### src/rtl/eic_pkg.sv
package eic_pkg;
  localparam int NUM_LINES       = 24;
  localparam int FIELD_W         = 4;
  localparam int FIELDS_PER_WORD = 8;
  localparam int DATA_W          = 32;
  localparam int ADDR_W          = 8;
  localparam int CFG_WORDS       = NUM_LINES / FIELDS_PER_WORD;
  localparam int CFG_IDX_W       = $clog2(CFG_WORDS);
  localparam int DIRECT_LINES    = 4;
  localparam int GROUP_A_LO      = DIRECT_LINES;
  localparam int GROUP_B_LO      = 8;
  localparam int NUM_PARENTS     = DIRECT_LINES + 2;

  localparam logic [ADDR_W-1:0] CFG_BASE  = 8'h88;
  localparam logic [ADDR_W-1:0] MASK_ADDR = 8'hA4;
  localparam logic [ADDR_W-1:0] PEND_ADDR = 8'hA8;

  typedef enum logic [FIELD_W-1:0] {
    TRIG_LOW  = 4'd0,
    TRIG_HIGH = 4'd1,
    TRIG_FALL = 4'd2,
    TRIG_RISE = 4'd4,
    TRIG_BOTH = 4'd6
  } trigMode_e;

  typedef enum logic [1:0] {RD_NONE, RD_CFG, RD_MASK, RD_PEND} rdSel_e;

  typedef struct packed {
    logic [CFG_WORDS-1:0] cfgWr;
    logic                 maskWr;
    logic                 pendClr;
    rdSel_e               rdSel;
    logic [CFG_IDX_W-1:0] rdIdx;
  } ctrlStrobe_t;
endpackage

### src/rtl/eic_ctrl.sv
module eic_ctrl
  import eic_pkg::*;
(
  input  logic              busSel,
  input  logic              busWr,
  input  logic [ADDR_W-1:0] busAddr,
  output ctrlStrobe_t       strobe
);
  logic doWrite;
  assign doWrite = busSel && busWr;

  always_comb begin
    strobe = '0;
    strobe.rdSel = RD_NONE;
    for (int w = 0; w < CFG_WORDS; w++) begin
      if (busAddr == CFG_BASE + ADDR_W'(4 * w)) begin
        strobe.cfgWr[w] = doWrite;
        strobe.rdIdx    = CFG_IDX_W'(w);
        if (busSel) strobe.rdSel = RD_CFG;
      end
    end
    if (busAddr == MASK_ADDR) begin
      strobe.maskWr = doWrite;
      if (busSel) strobe.rdSel = RD_MASK;
    end
    if (busAddr == PEND_ADDR) begin
      strobe.pendClr = doWrite;
      if (busSel) strobe.rdSel = RD_PEND;
    end
  end
endmodule

### src/rtl/eic_datapath.sv
module eic_datapath
  import eic_pkg::*;
(
  input  logic                   clk,
  input  logic                   rstN,
  input  logic [NUM_LINES-1:0]   extIn,
  input  ctrlStrobe_t            strobe,
  input  logic [DATA_W-1:0]      busWdata,
  output logic [DATA_W-1:0]      busRdata,
  output logic [NUM_PARENTS-1:0] irqOut
);
  logic [NUM_LINES-1:0] syncA, syncB, syncPrev;
  logic [NUM_LINES-1:0] trigHit, clrVec, pendReg, maskReg, activeVec;
  logic [DATA_W-1:0] cfgReg [CFG_WORDS];
  logic [CFG_WORDS*DATA_W-1:0] cfgFlat;

  function automatic logic modeHit(input logic [FIELD_W-1:0] mode,
                                   input logic prevV, input logic curV);
    case (mode)
      TRIG_LOW:  return !curV;
      TRIG_HIGH: return curV;
      TRIG_FALL: return prevV && !curV;
      TRIG_RISE: return !prevV && curV;
      TRIG_BOTH: return prevV != curV;
      default:   return 1'b0;
    endcase
  endfunction

  // two-stage synchronizer plus one history stage for edge detection
  always_ff @(posedge clk or negedge rstN) begin
    if (!rstN) begin
      syncA    <= '0;
      syncB    <= '0;
      syncPrev <= '0;
    end else begin
      syncA    <= extIn;
      syncB    <= syncA;
      syncPrev <= syncB;
    end
  end

  for (genvar w = 0; w < CFG_WORDS; w++) begin : g_cfg
    always_ff @(posedge clk or negedge rstN) begin
      if (!rstN)               cfgReg[w] <= '0;
      else if (strobe.cfgWr[w]) cfgReg[w] <= busWdata;
    end
    assign cfgFlat[w*DATA_W +: DATA_W] = cfgReg[w];
  end

  for (genvar i = 0; i < NUM_LINES; i++) begin : g_det
    assign trigHit[i] = modeHit(cfgFlat[i*FIELD_W +: FIELD_W], syncPrev[i], syncB[i]);
  end

  assign clrVec = strobe.pendClr ? busWdata[NUM_LINES-1:0] : '0;

  // a trigger in the same cycle as a clear wins
  always_ff @(posedge clk or negedge rstN) begin
    if (!rstN) pendReg <= '0;
    else       pendReg <= (pendReg & ~clrVec) | trigHit;
  end

  always_ff @(posedge clk or negedge rstN) begin
    if (!rstN)              maskReg <= '1;
    else if (strobe.maskWr) maskReg <= busWdata[NUM_LINES-1:0];
  end

  assign activeVec = pendReg & ~maskReg;

  for (genvar p = 0; p < DIRECT_LINES; p++) begin : g_direct
    assign irqOut[p] = activeVec[p];
  end
  assign irqOut[DIRECT_LINES]     = |activeVec[GROUP_B_LO-1:GROUP_A_LO];
  assign irqOut[DIRECT_LINES + 1] = |activeVec[NUM_LINES-1:GROUP_B_LO];

  always_comb begin
    busRdata = '0;
    case (strobe.rdSel)
      RD_CFG: begin
        for (int w = 0; w < CFG_WORDS; w++)
          if (strobe.rdIdx == CFG_IDX_W'(w)) busRdata = cfgReg[w];
      end
      RD_MASK: busRdata = {{(DATA_W-NUM_LINES){1'b0}}, maskReg};
      RD_PEND: busRdata = {{(DATA_W-NUM_LINES){1'b0}}, pendReg};
      default: busRdata = '0;
    endcase
  end
endmodule

### src/rtl/eic_top.sv
module eic_top
  import eic_pkg::*;
(
  input  logic                   clk,
  input  logic                   rstN,
  input  logic [NUM_LINES-1:0]   extIn,
  input  logic                   busSel,
  input  logic                   busWr,
  input  logic [ADDR_W-1:0]      busAddr,
  input  logic [DATA_W-1:0]      busWdata,
  output logic [DATA_W-1:0]      busRdata,
  output logic [NUM_PARENTS-1:0] irqOut
);
  ctrlStrobe_t strobe;

  eic_ctrl u_ctrl (
    .busSel  (busSel),
    .busWr   (busWr),
    .busAddr (busAddr),
    .strobe  (strobe)
  );

  eic_datapath u_dp (
    .clk      (clk),
    .rstN     (rstN),
    .extIn    (extIn),
    .strobe   (strobe),
    .busWdata (busWdata),
    .busRdata (busRdata),
    .irqOut   (irqOut)
  );
endmodule

### config.mk
export PLATFORM = sky130hd
export DESIGN_NAME = eic_top
export DESIGN_NICKNAME = d
export VERILOG_FILES = /design/src/rtl/eic_pkg.sv /design/src/rtl/eic_ctrl.sv /design/src/rtl/eic_datapath.sv /design/src/rtl/eic_top.sv
export SDC_FILE = /design/constraint.sdc
export NUM_CORES = 1
export LEC_CHECK = 0
export ABC_CLOCK_PERIOD_IN_PS = 1700
export CAP_MARGIN = 5
export CORE_MARGIN = 3
export CORE_UTILIZATION = 55
export CTS_CLUSTER_DIAMETER = 100
export DETAILED_ROUTE_END_ITERATION = 8
export DONT_BUFFER_PORTS = 1
export HOLD_SLACK_MARGIN = 0.08
export PLACE_DENSITY = 0.72
export SLEW_MARGIN = 40
export SYNTH_ARGS = -nofsm -noshare
export SYNTH_HDL_FRONTEND = slang
export SYNTH_SLANG_ARGS = --single-unit
### constraint.sdc
create_clock -name clk -period 1.7 [get_ports clk]
set_clock_uncertainty 0.1 [all_clocks]
set_input_delay 0.085 -clock clk [delete_from_list [all_inputs] [get_ports clk]]
set_output_delay 0.085 -clock clk [all_outputs]
set_load 0.05 [all_outputs]
Yosys cells after proc, flatten, opt, wreduce, memory -nomap -nowiden
Cells that the tools add are included.
W data, S select, Z words.
{"block": "word_totals", "out_inout_bits": 38, "ff_bits": 216, "inputBits": 68, "wordCells": 310}
{"block": "classes", "muxes": 43, "bitwise_logic": 5, "n_reduce_logical": 124, "n_eq_ne": 130}
{"operator": "$eq A4 B3 Y1 const B", "count": 48}
{"operator": "$pmux W1 S5", "count": 24}
{"operator": "$eq A4 B1 Y1 const B", "count": 24}
{"operator": "$eq A4 B2 Y1 const B", "count": 24}
{"operator": "$logic_not A4 Y1", "count": 24}
{"operator": "$mux W32", "count": 3}
{"operator": "$pmux W32 S3", "count": 1}
{"operator": "$logic_and A1 B1 Y1", "count": 49}
{"operator": "$and A24 B24 Y24", "count": 2}
{"operator": "$logic_not A1 Y1", "count": 48}
{"operator": "$not A24 Y24", "count": 2}
{"operator": "$eq A8 B8 Y1 const B", "count": 5}
{"operator": "$mux W24", "count": 1}
{"operator": "$ne A1 B1 Y1", "count": 24}
{"operator": "$or A24 B24 Y24", "count": 1}
{"operator": "$reduce_or A16 Y1", "count": 1}
{"operator": "$mux W4", "count": 3}
{"operator": "$mux W2", "count": 5}
{"operator": "$eq A2 B2 Y1 const B", "count": 3}
{"operator": "$mux W1", "count": 5}
{"operator": "$eq A2 B1 Y1 const B", "count": 2}
{"operator": "$reduce_or A4 Y1", "count": 1}
{"operator": "$mux W3", "count": 1}
{"operator": "$logic_not A2 Y1", "count": 1}

Logic depth before layout (Yosys ltp)
Gate-level depths: netlist of run 1.
{"block": "depth", "depth_word": 14, "ltp_mapped": 8, "ltp_nobuf": 7}

Hierarchy
A second synthesis of run 1 with hierarchy kept.
{"block": "hier_totals", "hier_cells": 962, "hier_area_um2": 10759.1}
{"module": "eic_datapath", "cells_per_inst": 943, "area_each_um2": 10592.7, "seq_area_each_um2": 5435.2, "n_inst": 1}
{"module": "eic_ctrl", "cells_per_inst": 19, "area_each_um2": 166.4, "seq_area_each_um2": 0.0, "n_inst": 1}

Least setup slack after synthesis of run 1
OpenSTA, ideal clock, no wires.
{"block": "synth_path", "path_type": "input to output", "from": "input busAddr[2]", "to": "output busRdata[24]", "required_ns": 1.515, "n_path_buf": 3, "setup_slack_ns": -0.498, "stages": 8, "arrival_time_ns": 2.013, "path_cell_list": "buf_2 > and4bb_2 > buf_2 > and2_1 > clkbuf_1 > nor2_2 > nand2_1 > a21oi_1"}
{"block": "synth_between", "elab_chain_len": 12, "elab_cells_between_ends": 24, "classes_between": "10 x eq/ne; 13 x mux; 1 x reduce/logical"}
{"element": "start: declaration", "line_no": "eic_top.sv:9", "source": "input logic [ADDR_W-1:0] busAddr,"}
{"element": "$eq A8 B8 Y1", "line_no": "eic_ctrl.sv:16", "source": "if (busAddr == CFG_BASE + ADDR_W'(4 * w)) begin"}
{"element": "$mux W4", "line_no": "eic_ctrl.sv:16"}
{"element": "$mux W2", "line_no": "eic_ctrl.sv:19", "source": "if (busSel) strobe.rdSel = RD_CFG;"}
{"element": "$mux W4", "line_no": "eic_ctrl.sv:16"}
{"element": "$mux W2", "line_no": "eic_ctrl.sv:19"}
{"element": "$mux W4", "line_no": "eic_ctrl.sv:16"}
{"element": "$mux W2", "line_no": "eic_ctrl.sv:24", "source": "if (busSel) strobe.rdSel = RD_MASK;"}
{"element": "$mux W2", "line_no": "eic_ctrl.sv:22", "source": "if (busAddr == MASK_ADDR) begin"}
{"element": "$mux W2", "line_no": "eic_ctrl.sv:28", "source": "if (busSel) strobe.rdSel = RD_PEND;"}
{"element": "$mux W3", "line_no": "eic_ctrl.sv:26", "source": "if (busAddr == PEND_ADDR) begin"}
{"element": "$eq A2 B2 Y1 / $eq A2 B1 Y1 (equally long branches)", "line_no": "eic_datapath.sv:77", "source": "case (strobe.rdSel)"}
{"element": "$pmux W32 S3 *", "line_no": "eic_datapath.sv:77"}
{"element": "end: declaration", "line_no": "eic_top.sv:11", "source": "output logic [DATA_W-1:0] busRdata,"}
Mark *: on every way between the ends. The rest lies on a longest branch, timed or not.

Worst setup path after layout of run 1
{"block": "layout_path", "from": "register u_dp.maskReg[9]", "to": "output irqOut[5]"}
{"block": "layout_between", "elab_chain_len": 3}
{"element": "start: declaration", "line_no": "eic_datapath.sv:13", "source": "logic [NUM_LINES-1:0] trigHit, clrVec, pendReg, maskReg, activeVec;"}
{"element": "start signal: assignment", "line_no": "eic_datapath.sv:64", "source": "else if (strobe.maskWr) maskReg <= busWdata[NUM_LINES-1:0];"}
{"element": "$not A24 Y24", "line_no": "eic_datapath.sv:67", "source": "assign activeVec = pendReg & ~maskReg;"}
{"element": "$and A24 B24 Y24", "line_no": "eic_datapath.sv:67"}
{"element": "$reduce_or A16 Y1", "line_no": "eic_datapath.sv:73", "source": "assign irqOut[DIRECT_LINES + 1] = |activeVec[NUM_LINES-1:GROUP_B_LO];"}
{"element": "end: declaration", "line_no": "eic_top.sv:12", "source": "output logic [NUM_PARENTS-1:0] irqOut"}
No other way between the ends.

==> results of run 1 <==
==> worst reg2reg max path, cell delays in order (launching register included) <==
cell,delay [ns]
dfrtp_1,0.46
ha_1,0.32
inv_1,0.06
mux2i_1,0.07
o21ai_0,0.15
o21ai_0,0.17
o2bb2ai_1,0.17
==> final timing paths <==
path | start | end | slack, ns | depth (start not counted)
max | u_dp.maskReg[9]$_DFFE_PN1P_ | irqOut[5] | -0.34 | 4
max reg2reg | u_dp.syncB[16]$_DFF_PN0_ | u_dp.pendReg[16]$_DFF_PN0_ | 0.13 | 6
min reg2reg | u_dp.syncA[13]$_DFF_PN0_ | u_dp.syncB[13]$_DFF_PN0_ | 0.25 | 0
max in group asynchronous | rstN | u_dp.cfgFlat[45]$_DFFE_PN0P_ | 1.78 | 0
min in group clk | busAddr[0] | u_dp.cfgFlat[21]$_DFFE_PN0P_ | 0.08 | 4
min | rstN | u_dp.syncA[16]$_DFF_PN0_ | -0.82 | 0
==> through the flow <==
stage / cell area (µm²) / instances / power (mW)
final: 14480 / 1345 / 11.65
after global placement: 11890 / 1152 / 6.033
after CTS: 14180 / 1331 / 11.66
after detailed placement: 11890 / 1152 / 6.082
after floorplan: 10910 / 894 / 5.905
after global routing: 14480 / 1345 / 12.01
==> cells by family after synthesis <==
logic type,share of synthesized area
AOI/OAI and AO/OA,0.1424
xor gates and xnor gates,0.02084
adders and majority gates,0.05717
buffers and inverters,0.05229
DFF,0.5174
muxes,0.1515
and+or+nand+nor,0.05836
==> routing by layer <==
layer	global-route usage	part of all wire
met4	0.1080	0.035
met1	0.3716	0.41
met5	0	0
met3	0.05456	0.070
met2	0.4775	0.49
==> sequential cells by signal, summed over array words and instances (netlist names) <==
| name | cells |
|---|---|
| u_dp.syncA | 24 |
| u_dp.maskReg | 24 |
| u_dp.syncPrev | 24 |
| u_dp.syncB | 24 |
| u_dp.pendReg | 24 |
| u_dp.cfgFlat | 96 |
==> area by class of cell <==
class | count | area [µm²] | area share
well taps | 229 | 286.5 | 0.01979
flip-flops and latches | 216 | 5439 | 0.3757
multi-input cells | 547 | 5281 | 0.3648
clock buffers | 40 | 782.0 | 0.05402
inverters | 93 | 349.1 | 0.02411
clock inverters | 4 | 45.04 | 0.003111
repair buffers | 216 | 2293 | 0.1584
==> cells in the final DEF, fill, tap and decap left out, types with 8 or more instances in the layout <==
| cell | n |
|---|---|
| mux2i_1 | 24 |
| buf_4 | 83 |
| a22oi_1 | 8 |
| buf_12 | 31 |
| clkbuf_16 | 26 |
| nand3b_1 | 24 |
| o21ai_0 | 71 |
| a21oi_2 | 21 |
| nor2_2 | 10 |
| ha_1 | 48 |
| a21oi_4 | 8 |
| nor2_1 | 14 |
| a22oi_2 | 49 |
| dfrtp_1 | 189 |
| xor2_1 | 24 |
| buf_6 | 11 |
| o2bb2ai_1 | 24 |
| clkbuf_8 | 10 |
| dfstp_2 | 24 |
| nand2_1 | 35 |
| inv_1 | 89 |
| o22ai_4 | 23 |
| mux2_2 | 116 |
| dlygate4sd3_1 | 90 |
==> repair_timing <==
action | CTS | global route
setup buffers | 45 | 14
gates cloned | 0 | 1
gates resized for setup | 52 | 42
pin swaps | 29 | 22
hold endpoints to repair | 384 | 216
setup endpoints to repair | 34 | 41
==> power by group through the flow <==
stage / Sequential (mW) / Clock [mW] / Combinational (mW)
finish: 5.48 / 5.33 / 0.848
global route: 5.49 / 5.61 / 0.919
CTS: 5.46 / 5.39 / 0.806
detailed placement: 5.57 / 0 / 0.515
global placement: 5.55 / 0 / 0.481
floorplan: 5.52 / 0 / 0.389
==> Yosys cell counts, drive strengths merged (3+ instances only) <==
cell type	instances	share of area
a21oi	32	0.015
a221oi	4	0.0033
a22oi	57	0.050
buf	25	0.014
clkbuf	13	0.0048
dfrtp	192	0.46
dfstp	24	0.060
ha	48	0.057
inv	93	0.033
mux2	120	0.13
mux2i	24	0.023
nand2	36	0.013
nand3b	24	0.017
nor2	26	0.0095
nor2b	5	0.0030
nor4b	3	0.0045
o21ai	73	0.035
o22ai	28	0.017
o2bb2ai	24	0.020
xor2	24	0.020
==> results_dict.tcl, run 1 <==
set metrics [dict create \
    status "finished with violations" \
    violations "hold timing, setup timing" \
    cts.path.max_buffers 3 \
    async_reset_ff_frac 1.000 \
    ys_seq_area_frac 0.5174 \
    htreeDepth 1 \
    cts_tree "done" \
    std_cell_rows 49 \
    numCtsBuffers 24 \
    max_slew_margin 0.5814 \
    worst_slack_ns -0.3442 \
    cts.clk_slew.worst_paths_ns 0.06 \
    crit_required_ns 1.51 \
    dp_hpwl_um 19070 \
    routed_wl_um 30100 \
    period_share 1.202 \
    power.internal_mw 9.027 \
    viasPerCell 6.093 \
    nNetsFinal 1214 \
    grt_pass1_wl_um 46430 \
    slowest_delay_ns 0.60 \
    fmax_ghz 0.4892 \
    ctsHoldBuffers 91 \
    overflow 0 \
    p_sw_frac 0.2250 \
    hold_slack_ns -0.8199 \
    boundaryPins 106 \
    crit_type "flop to output port" \
    cap_viol_max_count 0 \
    insertedDiodeCount 0 \
    grt_usage 0.2854 \
    clock-sinks 216 \
    port_buffers 0 \
    synthDistinctLibCells 44 \
    drive_gt1_frac 0.3952 \
    area_growth_pct 37.80 \
    hold_class "input port to asynchronous set/reset pin" \
    fill_cells 1030 \
    avgSynthCellArea_um2 11.75 \
    netlist_instances 894 \
    synth_edf_count 0 \
    crit_path_cell_trace "o22ai_4 > a221oi_4 > nand4_1 > buf_6" \
    comb_power_share 0.073 \
    cpLargestDelayFamily "flip-flops" \
    grt_setup_unrepaired "yes" \
    vias 8195 \
    crit_fanout 2 \
    arrival_ns 1.86 \
    slew_viol_final 0 \
    core_um2 18330 \
    ys_ff_latch 216 \
    ir_drop_uv 768.6 \
    wl_per_cell_um 22.38 \
    tightest_slew_ns 0.6279 \
    die-area_um2 20800 \
    finalSetupViolCount 29 \
    start_util 0.5731 \
    crit_buf_inv 1 \
    gp_congestion 0.8869 \
    cp-start-kind "flop" \
    setup_tns_ns -2.447 \
    yosysWarnings 0 \
    p_switching_mw 2.621 \
    hold_viol 216 \
    p_seq_frac 0.470 \
    clk_latency_ns 0.52 \
    power.leakage_nw 6.310 \
    fin_util 0.7897 \
    synth-main-ff-cell "dfrtp_1" \
    die_x_um 144.2 \
    power_density_nw_per_um2 804.6 \
    drtIter0Drc 613 \
    root_buffer "clkbuf_16" \
    fp.dieH_um 144.2 \
    crit_slowest_cell "dfstp_2" \
    place_ws_ns -0.1684 \
    cp-end-kind "output port" \
    grt_max_degree 217 \
    synth_area_um2 10510 \
    drtAntennaViolNets 0 \
    synthesis.nets 1010 \
    power_frac_clock 0.457 \
    first_global_vias 8619 \
    firstDrtPassIters 5 \
    grt_antenna_before_repair 0 \
    drc 0 \
    min_period_ns 2.044 \
]
Power figures use the tool's default switching activity.
==> run 2: changes to the inputs <==
CORE_UTILIZATION = 45   (was 55)
PLACE_DENSITY = 0.62   (was 0.72)
==> results_dict.tcl, run 2 (synthesized netlist as in run 1, its figures left out) <==
set metrics [dict create \
    cts.clk_slew.worst_paths_ns 0.07 \
    port_buffers 0 \
    fill_cells 1680 \
    grt_pass1_wl_um 47000 \
    tightest_slew_ns 0.5167 \
    cp-end-kind "output port" \
    violations "hold timing, setup timing" \
    drive_gt1_frac 0.4014 \
    postLayoutCellArea_um2 14960 \
    grt_usage 0.2336 \
    ir_drop_uv 727.3 \
    fin_util 0.6569 \
    period_share 1.185 \
    core_um2 22780 \
    grt_antenna_before_repair 1 \
    std_cell_rows 55 \
    final_cell_mix "189 x dfrtp_1, 116 x mux2_2, 97 x dlygate4sd3_1" \
    r2r_start "u_dp.maskReg[22]$_DFFE_PN1P_" \
    reg2reg_to "u_dp.maskReg[22]$_DFFE_PN1P_" \
    first_global_vias 8404 \
    place_ws_ns -0.1845 \
    nNetsFinal 1240 \
    arrival_ns 1.83 \
    viasPerCell 5.417 \
    placed_cells 1246 \
    min_period_ns 2.014 \
    largest_reg_flops 96 \
    clk_latency_ns 0.53 \
    drc 0 \
    insertedDiodeCount 0 \
    drtIter0Drc 314 \
    power_density_nw_per_um2 781.6 \
    worst_slack_ns -0.3142 \
    cts.path.max_buffers 3 \
    routed_wl_um 29360 \
    final_common_cell "dfrtp_1" \
    hold_class "input port to asynchronous set/reset pin" \
    htreeDepth 1 \
    fp.dieH_um 158.8 \
    ctsHoldBuffers 98 \
    crit_fanout 2 \
    drtAntennaViolNets 0 \
    gp_congestion 0.8410 \
    wl_per_cell_um 20.19 \
    total_power_mw 11.69 \
    start_util 0.4612 \
    fmax_ghz 0.4965 \
    crit_type "flop to output port" \
    firstDrtPassIters 5 \
    hold_slack_ns -0.8436 \
    dp_hpwl_um 18540 \
    die-area_um2 25210 \
    finalSetupViolCount 32 \
    fin_cells 1454 \
    area_growth_pct 42.44 \
    hold_viol 216 \
    cap_viol_max_count 0 \
    status "finished with violations" \
    place_area_um2 12170 \
    overflow 0 \
    boundaryPins 106 \
    max_slew_margin 0.6644 \
    grt_setup_unrepaired "yes" \
    grt_max_degree 217 \
    vias 7877 \
    numCtsBuffers 25 \
    crit_required_ns 1.51 \
    die_x_um 158.8 \
    r2r_cells 4 \
    slew_viol_final 0 \
    clock-sinks 216 \
    r2r_slack_ns 0.12 \
    power.leakage_nw 6.510 \
    root_buffer "clkbuf_16" \
    cp-start-kind "flop" \
    cts_tree "done" \
]
run 2: cell count changes in the layout (fill, tap and decap cells not counted), moves of 2 or more:
cell / delta
a22oi_1: -2
a22oi_2: +2
buf_12: +11
buf_16: +3
buf_4: +6
buf_6: -2
clkbuf_1: +2
clkbuf_8: -4
clkinv_2: -3
clkinvlp_4: +3
dlygate4sd3_1: +7
nor2_1: +3
nor2_2: -3
run 2: per-layer routing:
metal	global-route usage	up-vias	share of wire
li1	-	3649	-
met1	0.3080	4027	0.44
met2	0.3947	160	0.49
met3	0.04461	39	0.051
met4	0.06725	2	0.020
met5	0	-	0.00044
run 2: what timing repair did:
| item | 4_1_cts | 5_1_grt |
|---|---|---|
| endpoints found under the hold margin | 384 | 216 |
| buffers inserted | 55 | 13 |
| pin swaps | 29 | 22 |
| cloned | 4 | 1 |
| setup endpoints to repair | 34 | 36 |
| resized for setup | 67 | 35 |
run 2: through the flow:
stage / hold WS [ns] / TNS [ns]
final: -0.8436 / -2.989
after global routing: -0.8608 / -4.540
after CTS: -0.8659 / -2.548
after detailed placement: -0.3054 / -4.637
after global placement: -0.3057 / -4.920
after floorplan: -0.3106 / -3.161
run 2: critical path: stages, from the launching register on:
cell and delay [ns]:
dfstp_2 0.55, inv_2 0.04, a221oi_2 0.25, nand4_1 0.23, buf_6 0.23
run 2: cell type report:
| cell class | count | area, µm² | area share |
|---|---|---|---|
| clock buffer | 38 | 734.5 | 0.04908 |
| clock inverter | 6 | 91.34 | 0.006104 |
| inverter | 93 | 349.1 | 0.02333 |
| multi-input combinational | 547 | 5269 | 0.3521 |
| sequential | 216 | 5439 | 0.3635 |
| tap | 313 | 391.6 | 0.02617 |
| timing repair buffer | 241 | 2689 | 0.1797 |
run 2: worst max-delay path by stage:
stage                                  from  slack [ns]  cells past startpoint      endpoint
2_1_floorplan                    busAddr[1]       -0.24                      5  busRdata[16]
3_3_place_gp                     busAddr[2]       -0.15                      8  busRdata[22]
3_5_place_dp                     busAddr[2]       -0.18                      8  busRdata[22]
4_1_cts        u_dp.maskReg[22]$_DFFE_PN1P_       -0.31                      4     irqOut[5]
5_1_grt        u_dp.maskReg[22]$_DFFE_PN1P_       -0.35                      4     irqOut[5]
6_report       u_dp.maskReg[22]$_DFFE_PN1P_       -0.31                      4     irqOut[5]
run 2: power by group:
group	internal [mW]	switching (mW)	total, mW	leakage (nW)
Sequential	5.32	0.141	5.46	2.62
Clock	3.27	2.11	5.38	0.393
Combinational	0.453	0.400	0.853	3.49
